<file path="src/rtl/pwr_pkg.sv">
package pwr_pkg;
  typedef enum logic [2:0] {
    ST_NORMAL   = 3'd0,
    ST_HALT     = 3'd1,
    ST_XHALT    = 3'd2,
    ST_STOPG    = 3'd3,
    ST_SNOOP    = 3'd4,
    ST_XH_ENTER = 3'd5,
    ST_XH_EXIT  = 3'd6,
    ST_SG_WAIT  = 3'd7
  } pwr_state_e;

  localparam int EVT_SMI  = 0;
  localparam int EVT_INIT = 1;
  localparam int EVT_LINT = 2;
endpackage

</file>
<file path="src/rtl/pwr_sg_timer.sv">
module pwr_sg_timer #(
  parameter int SG_DELAY = 20,
  localparam int CW = $clog2(SG_DELAY + 1)
) (
  input  logic clk,
  input  logic rst,
  input  logic run,
  input  logic rsp,
  output logic fire
);
  logic          armed_q;
  logic [CW-1:0] cnt_q;

  always_ff @(posedge clk) begin
    if (rst || !run) begin
      armed_q <= 1'b0;
      cnt_q   <= '0;
    end else if (!armed_q && rsp) begin
      armed_q <= 1'b1;
      cnt_q   <= CW'(SG_DELAY - 1);
    end else if (armed_q && cnt_q != '0) begin
      cnt_q <= cnt_q - 1'b1;
    end
  end

  assign fire = run && armed_q && (cnt_q == '0);

  // counting stays inside the window while armed
  assert_cnt_range_R5: assert property (@(posedge clk) disable iff (rst)
    armed_q |-> (cnt_q <= CW'(SG_DELAY - 1)));
endmodule

</file>
<file path="src/rtl/pwr_evt_latch.sv">
module pwr_evt_latch #(
  parameter int N_EVT = 4
) (
  input  logic             clk,
  input  logic             rst,
  input  logic             in_normal,
  input  logic [N_EVT-1:0] evt,
  input  logic [N_EVT-1:0] ack,
  output logic [N_EVT-1:0] pend
);
  logic [N_EVT-1:0] hold_q;
  logic [N_EVT-1:0] clr;

  assign clr = ack & {N_EVT{in_normal}};

  for (genvar i = 0; i < N_EVT; i++) begin : g_flag
    always_ff @(posedge clk) begin
      if (rst)         hold_q[i] <= 1'b0;
      else if (evt[i]) hold_q[i] <= 1'b1;
      else if (clr[i]) hold_q[i] <= 1'b0;
    end

    // a flag survives until acknowledged in Normal
    assert_sticky_R9: assert property (@(posedge clk) disable iff (rst)
      (hold_q[i] && !clr[i]) |=> hold_q[i]);
  end

  assign pend = hold_q & {N_EVT{in_normal}};
endmodule

</file>
<file path="src/rtl/pwr_fsm.sv">
module pwr_fsm
  import pwr_pkg::*;
(
  input  logic       clk,
  input  logic       rst,
  input  logic       halt_req,
  input  logic       all_halt,
  input  logic       xhalt_en,
  input  logic       stpclk_n,
  input  logic       snoop_hit,
  input  logic       snoop_done,
  input  logic       core_init,
  input  logic       brk,
  input  logic       seq_done,
  input  logic       evt_any,
  input  logic       sg_fire,
  output pwr_state_e state_q,
  output logic       sg_run,
  output logic       clk_stop_q,
  output logic       seq_lower_q,
  output logic       seq_raise_q,
  output logic       init_pulse_q
);
  pwr_state_e st_n, snp_ret_q, snp_ret_n, sg_ret_q, sg_ret_n;

  always_comb begin
    st_n      = state_q;
    snp_ret_n = snp_ret_q;
    sg_ret_n  = sg_ret_q;
    if (core_init && state_q != ST_STOPG) begin
      st_n = ST_NORMAL;
    end else begin
      unique case (state_q)
        ST_NORMAL: begin
          if (!stpclk_n) begin
            st_n     = ST_SG_WAIT;
            sg_ret_n = ST_NORMAL;
          end else if (halt_req) begin
            st_n = (xhalt_en && all_halt) ? ST_XH_ENTER : ST_HALT;
          end
        end
        ST_HALT: begin
          if (!stpclk_n) begin
            st_n     = ST_SG_WAIT;
            sg_ret_n = ST_HALT;
          end else if (snoop_hit) begin
            st_n      = ST_SNOOP;
            snp_ret_n = ST_HALT;
          end else if (brk || evt_any) begin
            st_n = ST_NORMAL;
          end
        end
        ST_XH_ENTER: if (seq_done) st_n = ST_XHALT;
        ST_XHALT: begin
          if (snoop_hit) begin
            st_n      = ST_SNOOP;
            snp_ret_n = ST_XHALT;
          end else if (brk) begin
            st_n = ST_XH_EXIT;
          end
        end
        ST_XH_EXIT: if (seq_done) st_n = ST_NORMAL;
        ST_SG_WAIT: begin
          if (stpclk_n)     st_n = sg_ret_q;
          else if (sg_fire) st_n = ST_STOPG;
        end
        ST_STOPG: begin
          if (stpclk_n) begin
            st_n = sg_ret_q;
          end else if (snoop_hit) begin
            st_n      = ST_SNOOP;
            snp_ret_n = ST_STOPG;
          end
        end
        ST_SNOOP: if (snoop_done) st_n = snp_ret_q;
        default: st_n = ST_NORMAL;
      endcase
    end
  end

  always_ff @(posedge clk) begin
    if (rst) begin
      state_q      <= ST_NORMAL;
      snp_ret_q    <= ST_NORMAL;
      sg_ret_q     <= ST_NORMAL;
      clk_stop_q   <= 1'b0;
      seq_lower_q  <= 1'b0;
      seq_raise_q  <= 1'b0;
      init_pulse_q <= 1'b0;
    end else begin
      state_q      <= st_n;
      snp_ret_q    <= snp_ret_n;
      sg_ret_q     <= sg_ret_n;
      clk_stop_q   <= (st_n == ST_STOPG);
      seq_lower_q  <= (st_n == ST_XH_ENTER);
      seq_raise_q  <= (st_n == ST_XH_EXIT);
      init_pulse_q <= core_init;
    end
  end

  assign sg_run = (state_q == ST_SG_WAIT);

  // sequencer wait on entry holds until done
  assert_xh_hold_R3: assert property (@(posedge clk) disable iff (rst)
    (state_q == ST_XH_ENTER && !seq_done && !core_init) |=> state_q == ST_XH_ENTER);
  // sequencer wait on exit holds until done
  assert_xh_exit_hold_R4: assert property (@(posedge clk) disable iff (rst)
    (state_q == ST_XH_EXIT && !seq_done && !core_init) |=> state_q == ST_XH_EXIT);
  // break wakes HALT on the next clock
  assert_halt_wake_R2: assert property (@(posedge clk) disable iff (rst)
    (state_q == ST_HALT && brk && stpclk_n && !snoop_hit && !core_init) |=> state_q == ST_NORMAL);
  // init in Stop-Grant keeps the state and pulses
  assert_init_stay_R7: assert property (@(posedge clk) disable iff (rst)
    (state_q == ST_STOPG && core_init && !stpclk_n && !snoop_hit) |=> (state_q == ST_STOPG && init_pulse_q));
  // snoop service ends on done
  assert_snoop_exit_R8: assert property (@(posedge clk) disable iff (rst)
    (state_q == ST_SNOOP && snoop_done && !core_init) |=> state_q != ST_SNOOP);
endmodule

</file>
<file path="src/rtl/pwr_state_ctl.sv">
module pwr_state_ctl
  import pwr_pkg::*;
#(
  parameter int SG_DELAY = 20,
  parameter int N_LINT   = 2,
  localparam int N_EVT   = EVT_LINT + N_LINT
) (
  input  logic             clk,
  input  logic             rst,
  input  logic             halt_req_i,
  input  logic             all_halt_i,
  input  logic             xhalt_en_i,
  input  logic             stpclk_n_i,
  input  logic             sg_rsp_i,
  input  logic             snoop_hit_i,
  input  logic             snoop_done_i,
  input  logic             core_init_i,
  input  logic             brk_i,
  input  logic             seq_done_i,
  input  logic [N_EVT-1:0] evt_i,
  input  logic [N_EVT-1:0] evt_ack_i,
  output logic [2:0]       state_o,
  output logic             clk_stop_o,
  output logic             seq_lower_o,
  output logic             seq_raise_o,
  output logic             init_pulse_o,
  output logic [N_EVT-1:0] pend_o
);
  pwr_state_e state;
  logic       sg_run, sg_fire;

  pwr_sg_timer #(.SG_DELAY(SG_DELAY)) u_timer (
    .clk (clk),
    .rst (rst),
    .run (sg_run),
    .rsp (sg_rsp_i),
    .fire(sg_fire)
  );

  pwr_fsm u_fsm (
    .clk         (clk),
    .rst         (rst),
    .halt_req    (halt_req_i),
    .all_halt    (all_halt_i),
    .xhalt_en    (xhalt_en_i),
    .stpclk_n    (stpclk_n_i),
    .snoop_hit   (snoop_hit_i),
    .snoop_done  (snoop_done_i),
    .core_init   (core_init_i),
    .brk         (brk_i),
    .seq_done    (seq_done_i),
    .evt_any     (|evt_i),
    .sg_fire     (sg_fire),
    .state_q     (state),
    .sg_run      (sg_run),
    .clk_stop_q  (clk_stop_o),
    .seq_lower_q (seq_lower_o),
    .seq_raise_q (seq_raise_o),
    .init_pulse_q(init_pulse_o)
  );

  pwr_evt_latch #(.N_EVT(N_EVT)) u_evt (
    .clk      (clk),
    .rst      (rst),
    .in_normal(state == ST_NORMAL),
    .evt      (evt_i),
    .ack      (evt_ack_i),
    .pend     (pend_o)
  );

  assign state_o = state;

  // no Stop-Grant before the delay counter expires
  assert_sg_early_R5: assert property (@(posedge clk) disable iff (rst)
    (state == ST_SG_WAIT && !sg_fire) |=> state != ST_STOPG);
  // clock-stop flag tracks the Stop-Grant state
  assert_clk_stop_R5: assert property (@(posedge clk) disable iff (rst)
    clk_stop_o == (state == ST_STOPG));
endmodule

</file>
<file path="config.mk">
export PLATFORM = sky130hd
export DESIGN_NAME = pwr_state_ctl
export DESIGN_NICKNAME = d
export VERILOG_FILES = /design/src/rtl/pwr_pkg.sv /design/src/rtl/pwr_sg_timer.sv /design/src/rtl/pwr_evt_latch.sv /design/src/rtl/pwr_fsm.sv /design/src/rtl/pwr_state_ctl.sv
export SDC_FILE = /design/constraint.sdc
export NUM_CORES = 1
export LEC_CHECK = 0
export ABC_AREA = 1
export BUFFER_PORTS_ARGS = -buffer_cell sky130_fd_sc_hd__buf_4
export CORE_MARGIN = 2
export CORE_UTILIZATION = 30
export DETAILED_ROUTE_END_ITERATION = 8
export GPL_ROUTABILITY_DRIVEN = 0
export PLACE_DENSITY = 0.47
export SLEW_MARGIN = 25
export SYNTH_ARGS = -nofsm -noshare
export SYNTH_HDL_FRONTEND = slang
export SYNTH_HIERARCHICAL = 1
export SYNTH_SLANG_ARGS = --single-unit
</file>
<file path="constraint.sdc">
create_clock -name clk -period 1.7 [get_ports clk]
set_input_delay 0.085 -clock clk [delete_from_list [all_inputs] [get_ports clk]]
set_output_delay 0.085 -clock clk [all_outputs]
set_load 0.02 [all_outputs]
</file>
# Word-level counts from Yosys, hierarchy flattened
# Index checks and enable logic that the tools add are counted.
# Widths: inputs -> output; s select.
dict set report totals {
  elab_cells 96
  output_inout_bits 11
  reg_bits 23
}
dict set report op_classes {
  reduce_logical 24
  eq_ne 18
  n_bitwise 3
  addsub 1
  muxes 36
}
# cell count
set op_table {}
lappend op_table {{$mux 3} 23}
lappend op_table {{$pmux 3 s8} 1}
lappend op_table {{$eq 3x3->1 const B} 6}
lappend op_table {{$ne 2x2->1 const B} 7}
lappend op_table {{$reduce_bool 2->1} 6}
lappend op_table {{$mux 5} 2}
lappend op_table {{$eq 3x2->1 const B} 3}
lappend op_table {{$pmux 3 s3} 1}
lappend op_table {{$and 4x4->4} 2}
lappend op_table {{$mux 1} 8}
lappend op_table {{$reduce_and 7->1} 1}
lappend op_table {{$logic_and 1x1->1} 6}
lappend op_table {{$pmux 3 s2} 1}
lappend op_table {{$logic_not 5->1} 1}
lappend op_table {{$reduce_bool 5->1} 1}
lappend op_table {{$sub 5x1->5 const B} 1}
lappend op_table {{$reduce_and 4->1} 1}
lappend op_table {{$reduce_or 4->1} 1}
lappend op_table {{$eq 3x1->1 const B} 1}
lappend op_table {{$logic_not 3->1} 1}
lappend op_table {{$ne 3x2->1 const B} 1}
lappend op_table {{$reduce_bool 3->1} 1}
lappend op_table {{$logic_not 1->1} 2}
lappend op_table {{$logic_or 1x1->1} 2}
lappend op_table {{2 further kinds} 2}

# Logic depth before layout (Yosys ltp)
# Gate-level depths: netlist of the first run.
dict set report logic_depth {
  word_depth 8
  ltp_mapped 13
  ltp_nobuf 12
}

# By module
# The synthesis of the first run kept the hierarchy.
# mod n_inst area_per_inst_um2 cells_per_inst
set by_module_without_submodules {}
lappend by_module_without_submodules {pwr_fsm 1 795.8 139}
lappend by_module_without_submodules {pwr_sg_timer 1 324.1 47}
lappend by_module_without_submodules {pwr_evt_latch 1 180.2 29}
lappend by_module_without_submodules {pwr_state_ctl 1 28.8 7}

# Worst setup path before layout of the first run
# No wires, ideal clock.
dict set report synth_path {
  kind {flip-flop to flip-flop}
  from {reg u_fsm.state_q[2]}
  to {reg u_fsm.seq_lower_q}
  setup_time_ns 0.115
  n_path_buf 1
  synth_period_minus_slack_ns 1.681
  arrival_ns 1.566
  path_slack_ns 0.019
  t_required_ns 1.585
  stages_incl_launch_ff 13
  cell_sequence {dfxtp_1 buf_4 inv_2 nor2_1 inv_1 nor3_1 nor2_1 nand2_1 nand2_1 nor2_1 nand3_1 nand3_1 nor2_1}
}
dict set report synth_via {
  elab_chain_len 8
  elab_cells_between_ends 29
  cone_classes {9 x eq/ne; 16 x mux; 4 x reduce/logical}
}
# element line
set synth_rtl {}
lappend synth_rtl {{start: declaration} pwr_fsm.sv:17} ;# output pwr_state_e state_q,
lappend synth_rtl {{start signal: assignment} pwr_fsm.sv:91} ;# state_q <= st_n;
lappend synth_rtl {{$eq 3x3->1} pwr_fsm.sv:101} ;# assign sg_run = (state_q == ST_SG_WAIT);
lappend synth_rtl {{named net sg_run} pwr_state_ctl.sv:30} ;# logic sg_run, sg_fire;
lappend synth_rtl {{$logic_and 1x1->1 (2 in series)} pwr_sg_timer.sv:26} ;# assign fire = run && armed_q && (cnt_q == '0);
lappend synth_rtl {{named net sg_fire} pwr_state_ctl.sv:30}
lappend synth_rtl {{$mux 3} pwr_fsm.sv:65} ;# else if (sg_fire) st_n = ST_STOPG;
lappend synth_rtl {{$mux 3} pwr_fsm.sv:64} ;# if (stpclk_n) st_n = sg_ret_q;
lappend synth_rtl {{$pmux 3 s8} pwr_fsm.sv:33} ;# unique case (state_q)
lappend synth_rtl {{$mux 3} pwr_fsm.sv:30} ;# if (core_init && state_q != ST_STOPG) begin
lappend synth_rtl {{$eq 3x3->1} pwr_fsm.sv:95} ;# seq_lower_q <= (st_n == ST_XH_ENTER);
lappend synth_rtl {{end signal: assignment} pwr_fsm.sv:95}
lappend synth_rtl {{end: declaration} pwr_fsm.sv:20} ;# output logic seq_lower_q,
# The timed path passes the listed nets, and every way through them passes these cells.
# A chain may end at the register's enable or synchronous reset.

# Final worst setup path of the first run
dict set report layout_path {
  from {reg u_fsm.state_q[0]}
  to {out pend_o[1]}
}
dict set report layout_via {
  elab_chain_len 2
}
# element line
set layout_rtl {}
lappend layout_rtl {{$logic_not 3->1} pwr_state_ctl.sv:65} ;# .in_normal(state == ST_NORMAL),
lappend layout_rtl {{$and 4x4->4} pwr_evt_latch.sv:28} ;# assign pend = hold_q & {N_EVT{in_normal}};
lappend layout_rtl {{end: declaration} pwr_state_ctl.sv:27} ;# output logic [N_EVT-1:0] pend_o
# No other way between the ends.

==> flow_summary.toml, run 1 <==
[detailed_routing]
ant_nets = 0
wl_per_cell_um = 10.6
first_iter_violations = 41
drc = 0
vias = 1356
routed_wl_mm = 3.28
drtPass1Iterations = 4
post_drt_via_cell_ratio = 4.37

[finish]
drive_gt1_frac = 0.248
fin_util = 0.396
layout_commonest_cell = "nand2_1"
layout-area-overhead-vs-synth_pct = 28.9
instances_no_fill = 310
nets = 280
final_cell_mix = "54 x nand2_1, 49 x nor2_1, 36 x buf_4"
diodes = 0

[sta]
fin_crit_ns = 1.56
fmax_ghz = 0.642
skew_ns = 0.00326
setup_violations = 0
fin_ws_ns = 0.142
holdWs_ns = 0.0379
setup_tns_ns = 0
worstMarginPinSlew_ns = 0.354
slew_headroom = 0.763
rsz0062_at_grt = "false"
period_share = 0.916
hold_violations = 0
slew_viol_final = 0

[synth]
synthDistinctLibCells = 24
synthCells = 222
ys_seq_area_frac = 0.301
avgSynthCellArea_um2 = 5.99
yosys_most_used_dff = "dfxtp_1"
yosysWarnings = 6
synth-edff-count = 0
syn_area_um2 = 1330
synthArstFlopShare = 0
synth_nets = 243
ys_ff_latch = 20

[die]
fp.coreArea_um2 = 4320
die_w_um = 70.6
io_pins = 31
fp-row-count = 24
dieArea_um2 = 4980
die_height_um = 70.6
start_util = 0.307

[critical_path]
critPathCaptureType = "output pin"
crit_fanout = 8
cp.required_ns = 1.62
critical_path_class = "reg2out"
cpMostUsedCell = "buf_4"
cpPeakStageDelay_ns = 0.35
start_kind = "flip-flop"
cp_cell_sequence = "buf_4 -> buf_4 -> inv_1 -> nand2_1 -> nor2_4 -> nand2_1 -> inv_1 -> buf_4"
worstPathArrival_ns = 1.47
r2r_start = "u_timer/cnt_q[0]"
slowest_stage = "dfxtp_2"
critical_path_buf_inv_count = 5
startpoint = "u_fsm/state_q[0]"
critPathTopFamily = "buffers and inverters"

[power]
peakVddDrop_uv = 340
p_leak_nw = 0.899
power.density_nw_per_um2 = 894

[placed_design]
dp_hpwl_mm = 2.65
post-place-ws_ns = 0.174
place_inst = 306
io_buffers = 30

[clock_tree]
numCtsBuffers = 3
clkTransAtPathRegs_ns = 0.08
h-tree-depth = 1
root_buffer = "clkbuf_8"
cts_sinks = 20
insertion_delay_ns = 0.26
clockBufferDepth = 2
cts_tree = "yes"
post_cts_buffers = 0

[grt]
grt_pass1_vias = 1281
grt_overflow = 0
grt_usage = 0.140
antenna_found_initial = 0
grt_max_degree = 13
grt_pass1_wl_mm = 5.75

[min_path]
holdCritPathClass = "in2reg"
min-delay-start = "sg_rsp_i"

[job]
drv_cap = 0

[outcome]
status = "completed"
==> per-layer routing <==
layer | GRT usage | share of wire
met3 | 0.0242 | 0.051
met5 | 0 | 0
met1 | 0.198 | 0.51
met2 | 0.221 | 0.44
met4 | 0.0398 | 0.0052
==> synthesized netlist by cell type (2+ instances only) <==
master	instances	area [um2]
nand2_1	54	203
nor2_1	49	184
inv_1	31	116
dfxtp_1	20	400
nand3_1	18	90.1
a21oi_1	8	40.0
nor2_2	5	31.3
o21ai_0	5	25.0
inv_2	4	15.0
nand2_2	4	25.0
nand2_4	4	45.0
nand4_1	3	18.8
o21ai_1	3	15.0
buf_4	2	15.0
nor2_4	2	22.5
nor3_1	2	10.0
==> area by class of cell <==
| class | count | area [um2] |
|---|---|---|
| clock inverters | 1 | 30.0 |
| clock buffers | 3 | 41.3 |
| inverters | 36 | 140 |
| fillers | 495 | 2610 |
| repair buffers | 36 | 270 |
| multi-input cells | 162 | 764 |
| flip-flops and latches | 20 | 402 |
| well taps | 52 | 65.1 |
==> state kept, by name (all words and copies together), names as in the netlist <==
register,count
u_evt/hold_q,4
u_fsm/clk_stop_q,1
u_fsm/init_pulse_q,1
u_fsm/seq_lower_q,1
u_fsm/seq_raise_q,1
u_fsm/sg_ret_q,1
u_fsm/snp_ret_q,2
u_fsm/state_q,3
u_timer/armed_q,1
u_timer/cnt_q,5
==> kinds of logic after synthesis <==
| group | Yosys count | synth area share |
|---|---|---|
| simple gates | 143 | 0.488 |
| buf+inv | 40 | 0.129 |
| flops | 20 | 0.301 |
| compound gates | 17 | 0.0659 |
| xor+xnor | 1 | 0.00659 |
| fa+ha+maj | 1 | 0.00941 |
==> metrics by stage <==
| stage | cell area [um2] | power, mW |
|---|---|---|
| 2_1_floorplan | 1330 | 0.882 |
| 3_3_place_gp | 1630 | 1.06 |
| 3_5_place_dp | 1630 | 1.06 |
| 4_1_cts | 1700 | 1.54 |
| 5_1_grt | 1710 | 1.64 |
| 6_report | 1710 | 1.53 |
==> timing repair <==
item	4_1_cts	5_1_grt
setup endpoints to repair	0	7
gates resized for setup	0	3
hold buffers	0	0
endpoints found under the hold margin	0	0
==> final timing paths <==
| path | slack, ns | end | depth (start not counted) |
|---|---|---|---|
| min | 0.04 | u_timer/armed_q | 2 |
| max reg2reg | 0.18 | u_fsm/clk_stop_q | 12 |
| min reg2reg | 0.47 | u_evt/hold_q[3] | 2 |
| max | 0.14 | pend_o[1] | 8 |
==> worst register-to-register path: stages (launching register included) <==
cell and delay (ns):
dfxtp_1 0.33, inv_1 0.08, ha_2 0.21, nand3_1 0.10
nor3_1 0.14, nor2_1 0.06, nand2_1 0.06, nand2_1 0.04
nor2_1 0.13, inv_1 0.05, nor2_1 0.10, nand3_1 0.07
nor2_1 0.09
==> where the power goes <==
part	internal [mW]	leakage (nW)	switching, mW
sequential	0.498	0.164	0.0188
clock	0.314	0.0357	0.167
combinational	0.204	0.699	0.329
total	1.02	0.899	0.515
(Power assumes the default switching activity.)
==> run 2: changes to the inputs <==
Settings changed: ABC_AREA 1 to not set, CORE_MARGIN 2 to 3, PLACE_DENSITY 0.47 to 0.48.
==> run 2 against run 1 <==
Hold slack got worse by 0.024 ns. Largest cell class unchanged. Core utilization increased by 8.0 points. Die area decreased by 7.3%. The flow now finishes with violations (setup timing). Combinational power decreased by 45%. Setup slack got worse by 0.22 ns.
==> flow_summary.toml, run 2 <==
[sta]
slew_viol_final = 0
period_share = 1.04
hold_violations = 0
fin_ws_ns = -0.0758
rsz0062_at_grt = "true"
fmax_ghz = 0.563
worstMarginPinSlew_ns = 0.389
skew_ns = 0.00520
fin_crit_ns = 1.78
setup_violations = 4
holdWs_ns = 0.0141
slew_headroom = 0.739

[grt]
grt_overflow = 0
antenna_found_initial = 0
grt_usage = 0.151
grt_max_degree = 16
grt_pass1_wl_mm = 5.24
grt_pass1_vias = 1150

[die]
fp.coreArea_um2 = 3520
io_pins = 31
fp-row-count = 21
die_w_um = 67.9
start_util = 0.327
dieArea_um2 = 4610
die_height_um = 67.9

[synth]
synth.most_common_cell = "dfxtp_1"
synth_area_leaders = "dfxtp_1 35%, nor2_1 5.5%, a311oi_1 4.6%"
yosys_most_used_dff = "dfxtp_1"
synth_top_family_by_area = "simple AND/OR/NAND/NOR gates"
yosysWarnings = 6
ys_seq_area_frac = 0.348
yosys.area.top_type = "dfxtp_1"
synth-edff-count = 0
synth_top_area_share = 0.348
avgSynthCellArea_um2 = 8.45
syn_area_um2 = 1150
synthArstFlopShare = 0
synth_common_cells = "20 x dfxtp_1, 17 x nor2_1, 12 x inv_1"
synth_nets = 157
synth_compound_area_frac = 0.190
yosys-mux-area-fraction = 0.0533
ys_ff_latch = 20
synth-xor-area-share = 0
synth-simple-area-share = 0.336
synthDistinctLibCells = 43
synth_fa_ha_area_frac = 0.0109
synthCells = 136

[finish]
reg_top3 = "u_timer/cnt_q: 5 flops, u_evt/hold_q: 4 flops, u_fsm/state_q: 3 flops"
drive_gt1_frac = 0.401
largest_register_ffs = 5
final_cell_area_um2 = 1680
fin_util = 0.476
final_cell_mix = "49 x buf_4, 16 x nor2_1, 15 x dfxtp_1"
layout-area-overhead-vs-synth_pct = 45.7
fill_cells = 356
layout_commonest_cell = "buf_4"
nets = 209
top_register = "u_timer/cnt_q"
diodes = 0

[power]
peakVddDrop_uv = 354
p_leak_nw = 0.729
power.density_nw_per_um2 = 757

[critical_path]
worstPathArrival_ns = 1.93
critPathCaptureType = "flip-flop"
cp.required_ns = 1.86
crit_fanout = 4
r2r_slack_ns = -0.08
critical_path_class = "reg2reg"
start_kind = "flip-flop"

[clock_tree]
clkTransAtPathRegs_ns = 0.08
h-tree-depth = 1
numCtsBuffers = 3
cts_sinks = 20
clockBufferDepth = 2
cts_tree = "yes"
insertion_delay_ns = 0.26
root_buffer = "clkbuf_8"

[detailed_routing]
first_iter_violations = 61
drc = 0
drtPass1Iterations = 4
vias = 1195
post_drt_via_cell_ratio = 5.13
routed_wl_mm = 3.02
ant_nets = 0
wl_per_cell_um = 13.0

[outcome]
violations = "setup timing"
status = "finished with violations"

[placed_design]
io_buffers = 30
placed_area_um2 = 1570
post-place-ws_ns = -0.202
dp_hpwl_mm = 2.35

[min_path]
holdCritPathClass = "in2reg"

[job]
drv_cap = 0
-- run 2: cell types whose count changed in the layout (fill, tap and decap cells not counted), moves of 5 or more --
cell	before	now
nand3_1	18	5
nor2_1	49	16
mux2i_1	0	5
buf_4	36	49
nor3_1	2	7
inv_1	31	10
a311oi_1	0	6
nand2_1	54	6
-- run 2: repair_timing --
| action | 4_1_cts | 5_1_grt |
|---|---|---|
| gates resized for setup | 2 | 1 |
| setup endpoints to repair | 4 | 5 |
| endpoints found under the hold margin | 1 | 1 |
| pin swaps | 1 | 1 |
| hold buffers | 1 | 1 |
| buffers inserted | 0 | 0 |
-- run 2: power breakdown --
group | switching (mW) | total (mW) | internal (mW)
registers | 0.0101 | 0.495 | 0.485
logic | 0.148 | 0.292 | 0.144
clock network | 0.167 | 0.481 | 0.314
total | 0.325 | 1.27 | 0.943
-- run 2: cell type report --
class | instances | area, um2 | share of cell area
multi-input cells | 100 | 702 | 0.419
flip-flops and latches | 20 | 412 | 0.246
repair buffers | 51 | 388 | 0.232
well taps | 46 | 57.6 | 0.0344
inverters | 12 | 45.0 | 0.0269
clock buffers | 3 | 41.3 | 0.0246
clock inverters | 1 | 30.0 | 0.0179
-- run 2: worst max-delay path, stage by stage (launching register included) --
cell and delay (ns):
dfxtp_2 0.33, inv_2 0.06, ha_4 0.12, or3b_4 0.37, nor3_2 0.11, o32ai_1 0.11, a221o_1 0.37, and4b_1 0.20
-- run 2: cells by family after synthesis --
group / after synthesis
compound gates: 29
fa+ha+maj: 1
buf+inv: 16
flops: 20
mux: 6
simple gates: 64
-- run 2: metrics by stage --
step,power (mW),setup TNS [ns],std cells
final,1.27,-0.151,233
after global routing,1.34,-0.517,233
after CTS,1.29,-0.338,232
after detailed placement,0.793,-0.526,227
after global placement,0.792,-0.418,227
after floorplan,0.668,-0.0166,136
-- run 2: routing by layer --
layer | GRT usage | up-vias | part of all wire
met4 | 0.0521 | 0 | 0.0076
li1 | - | 604 | -
met2 | 0.230 | 37 | 0.45
met3 | 0.0411 | 2 | 0.059
met1 | 0.205 | 552 | 0.48
met5 | 0 | - | 0
-- run 2: path summary, 6_finish.rpt --
check,cells after the start,startpoint,to
setup / recovery,7,u_timer/cnt_q[1],u_fsm/seq_raise_q
hold / removal,2,evt_ack_i[3],u_evt/hold_q[3]
setup reg to reg,7,u_timer/cnt_q[1],u_fsm/seq_raise_q
hold reg to reg,2,u_evt/hold_q[3],u_evt/hold_q[3]
==> run 3: changes to the inputs <==
Settings changed: PLACE_DENSITY 0.48 to 0.47, SYNTH_HIERARCHICAL 1 to not set.
==> run 3 against run 2 <==
The run now ends clean. Clock-buffer cell count did not move. Global-route usage is 1.6 points lower. Cell count decreased by 2.6%. Critical path depth is 2 lower. Register-to-register slack gained 0.22 ns. Core utilization fell by 3.8 points. Via count down 5.3%. Routed wire length fell by 6.6%.
==> flow_summary.toml, run 3 <==
[outcome]
status = "completed"

[grt]
antenna_found_initial = 0
grt_usage = 0.135
grt_overflow = 0
grt_max_degree = 17
grt_pass1_wl_mm = 4.77
grt_pass1_vias = 1095

[critical_path]
start_kind = "flip-flop"
critPathCaptureType = "output pin"
slowest_stage = "dfxtp_1"
r2r_slack_ns = 0.14
critical_path_class = "reg2out"
worstPathArrival_ns = 1.49
cpMostUsedCell = "buf_4"
cp_cell_sequence = "buf_4 -> nor3_2 -> buf_4 -> and2_1 -> buf_4"
crit_fanout = 8
cpPeakStageDelay_ns = 0.38
critPathTopFamily = "buffers and inverters"
critical_path_buf_inv_count = 3
cp.required_ns = 1.62

[synth]
synthDistinctLibCells = 39
yosys.area.top_type = "dfxtp_1"
synth_top_area_share = 0.346
synth.most_common_cell = "dfxtp_1"
yosysWarnings = 0
yosys_most_used_dff = "dfxtp_1"
synth_nets = 167
synthArstFlopShare = 0
synth_area_leaders = "dfxtp_1 35%, nor2_1 5.8%, a21oi_1 5.6%"
synth-edff-count = 0
ys_seq_area_frac = 0.346
ys_ff_latch = 20
syn_area_um2 = 1160
avgSynthCellArea_um2 = 7.98
synth_common_cells = "20 x dfxtp_1, 18 x nor2_1, 13 x a21oi_1"
synthCells = 145

[die]
io_pins = 31
dieArea_um2 = 4640
fp.coreArea_um2 = 3520
start_util = 0.329
die_w_um = 68.1
die_height_um = 68.1
fp-row-count = 21

[clock_tree]
holdBufCountCts = 0
cts_tree = "yes"
root_buffer = "clkbuf_8"
postCtsResizedCells = 0
h-tree-depth = 1
post_cts_buffers = 0
cts_sinks = 20
numCtsBuffers = 3
insertion_delay_ns = 0.26
clockBufferDepth = 2
clkTransAtPathRegs_ns = 0.08

[finish]
layout-area-overhead-vs-synth_pct = 33.3
largest_register_ffs = 5
final_cell_mix = "42 x buf_4, 18 x nor2_1, 18 x dfxtp_1"
reg_top3 = "u_timer.cnt_q: 5 flops, u_evt.hold_q: 4 flops, u_fsm.state_q: 3 flops"
drive_gt1_frac = 0.315
top_register = "u_timer.cnt_q"
nets = 204
layout_commonest_cell = "buf_4"
diodes = 0
fin_util = 0.438

[power]
p_total_mw = 1.22
peakVddDrop_uv = 322
power.density_nw_per_um2 = 794
p_leak_nw = 0.653

[detailed_routing]
drtPass1Iterations = 4
drc = 0
wl_per_cell_um = 12.4
first_iter_violations = 56
post_drt_via_cell_ratio = 4.99
ant_nets = 0
vias = 1132
routed_wl_mm = 2.82

[sta]
slew_viol_final = 0
slew_headroom = 0.785
rsz0062_at_grt = "true"
setup_violations = 0
hold_violations = 0
fin_crit_ns = 1.57
setup_tns_ns = 0
skew_ns = 0.00798
worstMarginPinSlew_ns = 0.323
period_share = 0.926
holdWs_ns = 0.0437
fmax_ghz = 0.636
fin_ws_ns = 0.127

[min_path]
holdCritPathClass = "in2reg"

[placed_design]
post-place-ws_ns = 0.0219
dp_hpwl_mm = 2.25
io_buffers = 30

[job]
drv_cap = 0
run 3: cells by family after synthesis:
| family | count (synthesis) | share of synthesized area |
|---|---|---|
| AOI/OAI and AO/OA | 34 | 0.191 |
| adders and majority gates | 2 | 0.0216 |
| buffers and inverters | 16 | 0.0822 |
| DFF | 20 | 0.346 |
| muxes | 3 | 0.0281 |
| and+or+nand+nor | 70 | 0.331 |
run 3: final timing paths:
path | to | startpoint | cells past startpoint
setup / recovery | pend_o[3] | u_fsm.state_q[1] | 5
hold / removal | u_evt.hold_q[3] | evt_i[3] | 3
setup reg to reg | u_fsm.seq_lower_q | u_timer.cnt_q[1] | 7
hold reg to reg | u_evt.hold_q[3] | u_evt.hold_q[3] | 2
run 3: worst register-to-register path, cell delays in order (launching register included):
cell and delay, ns:
dfxtp_1 0.35, inv_1 0.06, ha_1 0.20, nor4b_4 0.14, a211oi_1 0.25, nor2b_1 0.08, a31oi_2 0.25, o211a_1 0.18
run 3: report_power, final:
part	total, mW	switching [mW]	internal [mW]
Combinational	0.243	0.121	0.122
Sequential	0.502	0.0176	0.485
Clock	0.479	0.165	0.314
run 3: metal layers:
metal	global-route usage	routed length, um
met2	0.238	1410
met4	0.0496	17
met5	0	0
met3	0.0230	131
met1	0.163	1260
run 3: stage by stage:
stage	cell area, um2	cells
after floorplan	1160	145
after global placement	1460	223
after detailed placement	1460	223
after CTS	1530	227
after global routing	1540	227
final	1540	227
run 3: final cells by class:
type                       instances  area [um2]
clock inverter                     1        30.0
clock buffer                       3        41.3
tap                               46        57.6
timing repair buffer              42         315
multi-input combinational        109         673
inverter                           6        22.5
sequential                        20         403
fill                             381        1980
